[src/rtl/rexvit_pkg.sv]
package rexvit_pkg;
    localparam int CONS_LEN = 3;
    localparam int NSTATE   = 1 << (CONS_LEN - 1);
    localparam int SYM_W    = 3;
    localparam int BM_W     = 2;

    // state bit 1 = most recent input, bit 0 = the one before
    typedef logic [CONS_LEN-2:0] state_t;

    typedef enum logic [0:0] {
        ST_FILL = 1'b0,
        ST_RUN  = 1'b1
    } phase_e;

    // expected symbol for input u leaving state s (generators 5,7,7 octal)
    function automatic logic [SYM_W-1:0] branch_sym(input logic u, input state_t s);
        logic g0;
        logic g12;
        g0  = u ^ s[0];
        g12 = u ^ s[1] ^ s[0];
        return {g0, g12, g12};
    endfunction

    function automatic logic [BM_W-1:0] hamming3(input logic [SYM_W-1:0] a,
                                                 input logic [SYM_W-1:0] b);
        logic [SYM_W-1:0] d;
        d = a ^ b;
        return {1'b0, d[0]} + {1'b0, d[1]} + {1'b0, d[2]};
    endfunction
endpackage

[src/rtl/rexvit_bmu.sv]
module rexvit_bmu
    import rexvit_pkg::*;
(
    input  logic [SYM_W-1:0] sym,
    output logic [BM_W-1:0]  bm [NSTATE][2]
);
    for (genvar ns = 0; ns < NSTATE; ns++) begin : g_state
        for (genvar x = 0; x < 2; x++) begin : g_branch
            localparam int     PRED_I = (ns % 2) * 2 + x;
            localparam int     U_I    = ns / 2;
            localparam state_t PRED   = state_t'(PRED_I);
            assign bm[ns][x] = hamming3(sym, branch_sym(1'(U_I), PRED));
        end
    end
endmodule

[src/rtl/rexvit_acs.sv]
module rexvit_acs
    import rexvit_pkg::*;
#(
    parameter int PM_W = 6
) (
    input  logic [PM_W-1:0]   pm   [NSTATE],
    input  logic [BM_W-1:0]   bm   [NSTATE][2],
    output logic [PM_W-1:0]   cand [NSTATE],
    output logic [NSTATE-1:0] dec,
    output logic [PM_W-1:0]   min_pm,
    output state_t            best
);
    for (genvar ns = 0; ns < NSTATE; ns++) begin : g_acs
        localparam int PA = (ns % 2) * 2;
        localparam int PB = PA + 1;
        logic [PM_W-1:0] sum_a;
        logic [PM_W-1:0] sum_b;
        assign sum_a    = pm[PA] + PM_W'(bm[ns][0]);
        assign sum_b    = pm[PB] + PM_W'(bm[ns][1]);
        assign dec[ns]  = (sum_b < sum_a);
        assign cand[ns] = dec[ns] ? sum_b : sum_a;
    end

    always_comb begin
        min_pm = cand[0];
        best   = '0;
        for (int i = 1; i < NSTATE; i++) begin
            if (cand[i] < min_pm) begin
                min_pm = cand[i];
                best   = state_t'(i);
            end
        end
    end
endmodule

[src/rtl/rexvit_survivor.sv]
module rexvit_survivor
    import rexvit_pkg::*;
#(
    parameter int DEPTH = 15
) (
    input  logic              clk,
    input  logic              rst_n,
    input  logic              en,
    input  logic [NSTATE-1:0] dec,
    output logic [NSTATE-1:0] oldest
);
    localparam int HIST_W = DEPTH - 1;

    logic [HIST_W-1:0] path     [NSTATE];
    logic [HIST_W-1:0] path_nxt [NSTATE];

    for (genvar ns = 0; ns < NSTATE; ns++) begin : g_row
        localparam int PA  = (ns % 2) * 2;
        localparam int U_I = ns / 2;
        logic [HIST_W-1:0] src;
        assign src          = dec[ns] ? path[PA+1] : path[PA];
        assign path_nxt[ns] = {src[HIST_W-2:0], 1'(U_I)};
        assign oldest[ns]   = src[HIST_W-1];

        always_ff @(posedge clk or negedge rst_n) begin
            if (!rst_n) begin
                path[ns] <= '0;
            end else if (en) begin
                path[ns] <= path_nxt[ns];
            end
        end
    end
endmodule

[src/rtl/rexvit_ctrl.sv]
module rexvit_ctrl
    import rexvit_pkg::*;
#(
    parameter int DEPTH = 15
) (
    input  logic clk,
    input  logic rst_n,
    input  logic in_valid,
    input  logic bit_sel,
    output logic out_valid,
    output logic out_bit
);
    localparam int CNT_W = $clog2(DEPTH);

    phase_e           phase;
    phase_e           phase_nxt;
    logic [CNT_W-1:0] fill_cnt;
    logic             last_fill;

    assign last_fill = (fill_cnt == CNT_W'(DEPTH - 1));

    always_comb begin
        phase_nxt = phase;
        unique case (phase)
            ST_FILL: if (in_valid && last_fill) phase_nxt = ST_RUN;
            ST_RUN:  phase_nxt = ST_RUN;
        endcase
    end

    // state register
    always_ff @(posedge clk or negedge rst_n) begin
        if (!rst_n) begin
            phase    <= ST_FILL;
            fill_cnt <= '0;
        end else begin
            phase <= phase_nxt;
            if (phase == ST_FILL && in_valid && !last_fill) begin
                fill_cnt <= fill_cnt + 1'b1;
            end
        end
    end

    // outputs
    always_ff @(posedge clk or negedge rst_n) begin
        if (!rst_n) begin
            out_valid <= 1'b0;
            out_bit   <= 1'b0;
        end else begin
            out_valid <= in_valid && (phase == ST_RUN || last_fill);
            if (in_valid) begin
                out_bit <= bit_sel;
            end
        end
    end
endmodule

[src/rtl/rexvit_decoder.sv]
module rexvit_decoder
    import rexvit_pkg::*;
#(
    parameter int DEPTH   = 15,
    parameter int PM_W    = 6,
    parameter int INIT_PM = 16
) (
    input  logic             clk,
    input  logic             rst_n,
    input  logic             in_valid,
    input  logic [SYM_W-1:0] in_sym,
    output logic             out_valid,
    output logic             out_bit
);
    logic [BM_W-1:0]   bm   [NSTATE][2];
    logic [PM_W-1:0]   pm   [NSTATE];
    logic [PM_W-1:0]   cand [NSTATE];
    logic [NSTATE-1:0] dec;
    logic [PM_W-1:0]   min_pm;
    state_t            best;
    logic [NSTATE-1:0] oldest;

    rexvit_bmu u_bmu (
        .sym (in_sym),
        .bm  (bm)
    );

    rexvit_acs #(.PM_W(PM_W)) u_acs (
        .pm     (pm),
        .bm     (bm),
        .cand   (cand),
        .dec    (dec),
        .min_pm (min_pm),
        .best   (best)
    );

    for (genvar i = 0; i < NSTATE; i++) begin : g_pm
        localparam logic [PM_W-1:0] RST_V = (i == 0) ? PM_W'(0) : PM_W'(INIT_PM);
        always_ff @(posedge clk or negedge rst_n) begin
            if (!rst_n) begin
                pm[i] <= RST_V;
            end else if (in_valid) begin
                pm[i] <= cand[i] - min_pm;
            end
        end
    end

    rexvit_survivor #(.DEPTH(DEPTH)) u_surv (
        .clk    (clk),
        .rst_n  (rst_n),
        .en     (in_valid),
        .dec    (dec),
        .oldest (oldest)
    );

    rexvit_ctrl #(.DEPTH(DEPTH)) u_ctrl (
        .clk       (clk),
        .rst_n     (rst_n),
        .in_valid  (in_valid),
        .bit_sel   (oldest[best]),
        .out_valid (out_valid),
        .out_bit   (out_bit)
    );
endmodule

[config.mk]
export PLATFORM = sky130hd
export DESIGN_NAME = rexvit_decoder
export DESIGN_NICKNAME = d
export VERILOG_FILES = /design/src/rtl/rexvit_pkg.sv /design/src/rtl/rexvit_bmu.sv /design/src/rtl/rexvit_acs.sv /design/src/rtl/rexvit_survivor.sv /design/src/rtl/rexvit_ctrl.sv /design/src/rtl/rexvit_decoder.sv
export SDC_FILE = /design/constraint.sdc
export NUM_CORES = 1
export LEC_CHECK = 0
export BUFFER_PORTS_ARGS = -buffer_cell sky130_fd_sc_hd__buf_2
export CAP_MARGIN = 20
export CORE_ASPECT_RATIO = 0.6
export CORE_MARGIN = 8
export CORE_UTILIZATION = 49
export DETAILED_ROUTE_END_ITERATION = 16
export PLACE_DENSITY = 0.73
export SYNTH_ARGS = -nofsm -noshare
export SYNTH_HDL_FRONTEND = slang
export SYNTH_SLANG_ARGS = --single-unit
export TNS_END_PERCENT = 50
[constraint.sdc]
create_clock -name clk -period 11.4 [get_ports clk]
set_input_delay 1.14 -clock clk [delete_from_list [all_inputs] [get_ports clk]]
set_output_delay 1.14 -clock clk [all_outputs]
set_load 0.1 [all_outputs]
==> impl_metrics.tcl <==
set metrics [dict create \
    ff2ff_setup_slack_ns 1.83 \
    diodes 0 \
    synth-main-ff-cell "dfrtp_1" \
    area_growth_pct 8.28 \
    drt-pass1-iter-count 5 \
    initial_core_util_pct 50.3 \
    grt_max_degree 97 \
    ys_ff_latch 82 \
    ios 8 \
    htree_levels 3 \
    seq_area_um2 2060 \
    synth_top_area_share_pct 27.0 \
    synth_top_cell_by_area "dfrtp_1" \
    async_flop_share_pct 100 \
    grt_pass1_wl_mm 30.6 \
    portBuffers 7 \
    holdPathStages 1 \
    yosysUniqueCellTypes 87 \
    worstPathMaxFanout 15 \
    min_from "u_surv.path[0]" \
    cp.required_ns 11.59 \
    viasPerCell 5.87 \
    rows 34 \
    clkSinkCount 82 \
    grt.total_usage_pct 19.6 \
    finalNonFillerCells 1045 \
    reg2reg_to "pm[5]" \
    worst-setup-path-type "primary input to flop" \
    grt_pass1_vias 5710 \
    slowest_delay_ns 0.63 \
    critPathCaptureType "flop" \
    rsz0062_at_grt "no" \
    crit_path_start "in_sym[0]" \
    tightest_slew_ns 1.07 \
    drt_wl_total_mm 18.8 \
    crit_path_frequent_cell "ha_1" \
    antenna_found_initial 0 \
    syn_nets 918 \
    wl_per_cell_um 18.0 \
    setup_viol 0 \
    fillers 1352 \
    synth-edff-count 0 \
    insertion_delay_ns 0.35 \
    drt_iter0_markers 572 \
    maxCapViolCount 0 \
    dp_hpwl_mm 14.3 \
    clock_path_buffers 2 \
    cp-start-kind "primary input" \
    drive_above_1_share_pct 11.7 \
    multiInputGateArea_um2 4870 \
    ff2ff_path_depth 37 \
    min_to "u_surv.path[0]" \
    coreArea_um2 14500 \
    hold_viol_final 0 \
    synth_area_leaders "dfrtp_1 (27%), ha_1 (9.2%), mux2i_1 (7.5%)" \
    grt-ovfl-total 0 \
    die_area_um2 19200 \
    min_period_over_period_pct 94.9 \
    die_y_um 111 \
    slew_viol_final 0 \
    synth_cells 846 \
    period_needed_ns 10.82 \
    hp-class "flop to flop" \
    cp_data_arrival_time_ns 11.01 \
    max_freq_ghz 0.0924 \
    drc 0 \
    skew_ns 0.0140 \
    yosys_warnings 0 \
    status "finished clean" \
    syn_area_um2 7320 \
    timing.rr.start "pm[12]" \
    cts_tree "yes" \
    die_x_um 174 \
    clkTransAtPathRegs_ns 0.06 \
    cts_made_buffers 9 \
    avgSynthCellArea_um2 8.66 \
    setup_tns_ns 0 \
    gp_congestion 1.02 \
    max_slew_margin_pct 27.2 \
    ant_nets 0 \
    nNetsFinal 914 \
    cts-root-buf "clkbuf_16" \
    placed_cells 1027 \
    slowest_stage "a21oi_1" \
    seq_area_frac_synth_pct 28.1 \
    dr_total_vias 6129 \
]
[what timing repair did]
| item | CTS | global route |
|---|---|---|
| setup buffers | 0 | 2 |
| hold buffers | 0 | 0 |
| gates resized for setup | 0 | 6 |
| endpoints found under the hold margin | 0 | 0 |
| setup endpoints to repair | 0 | 9 |
[cell type report]
cell class | instances | share of cell area, %
clock buffer | 9 | 2.84
clock inverter | 7 | 1.34
inverter | 68 | 3.22
multi-input combinational | 657 | 61.4
sequential | 82 | 25.9
tap | 198 | 3.12
timing repair buffer | 24 | 2.11
[stage by stage]
stage          hold slack, ns  area [um^2]  utilization (%)  worst slack [ns]
2_1_floorplan           0.437         7320                -             0.284
3_3_place_gp            0.450         7560             51.9             0.430
3_5_place_dp            0.462         7560             51.9             0.234
4_1_cts                 0.477         7890             54.2             0.567
5_1_grt                 0.483         7930             54.5            0.0107
6_report                0.471         7930             54.5             0.583
[cell families after synthesis]
family / synth area share (%)
mux: 9.82
simple gates: 14.9
buf+inv: 6.06
xor+xnor: 6.90
flops: 28.1
fa+ha+maj: 13.8
compound gates: 20.5
[worst max path at each step]
| stage | endpoint | slack (ns) | cells after the start |
|---|---|---|---|
| after floorplan | pm[5] | 0.28 | 44 |
| after global placement | pm[5] | 0.43 | 44 |
| after detailed placement | pm[5] | 0.23 | 44 |
| after CTS | pm[5] | 0.57 | 41 |
| after global routing | pm[5] | 0.01 | 44 |
| final | pm[5] | 0.58 | 40 |
[worst max-delay path: cells and delay by family]
kind | cells | cell delay [ns]
xor gates and xnor gates | 2 | 0.35
adders and majority gates | 9 | 3.15
AOI/OAI and AO/OA | 13 | 3.09
and+or+nand+nor | 6 | 1.07
muxes | 5 | 1.56
buffers and inverters | 5 | 0.64
[Yosys cell counts (all sizes together), types with 14 or more instances]
cell,n
nor2,99
nand3,19
inv,68
clkbuf,26
o21ai,48
mux2,14
mux2i,55
xnor2,41
a21oi,92
xor2,15
nand2,49
ha,54
dfrtp,79
[routing by layer]
| metal | share of wire, % | vias up | global-route usage (%) |
|---|---|---|---|
| li1 | - | 2977 | - |
| met1 | 52 | 2880 | 31.0 |
| met2 | 37 | 255 | 25.0 |
| met3 | 10 | 15 | 5.61 |
| met4 | 0.93 | 2 | 3.97 |
| met5 | 0.20 | - | 1.56 |
[cell usage in the layout (no fill, tap or decap), types with 19 or more instances in the layout]
master,instances
a21oi_1,85
mux2i_1,55
dfrtp_1,79
inv_1,67
buf_4,19
nor2_1,99
ha_1,54
o21ai_0,44
nand2_1,49
xnor2_1,39
[registers in the layout, summed over array words and instances (netlist names)]
signal and flops:
pm 24, u_surv.path 51, u_ctrl.out_valid 1, u_ctrl.fill_cnt 4, u_ctrl.out_bit 1, u_ctrl.phase 1
Power is not shown: default switching activity piles up to over one toggle a cycle in this logic, so the estimate is an artifact.
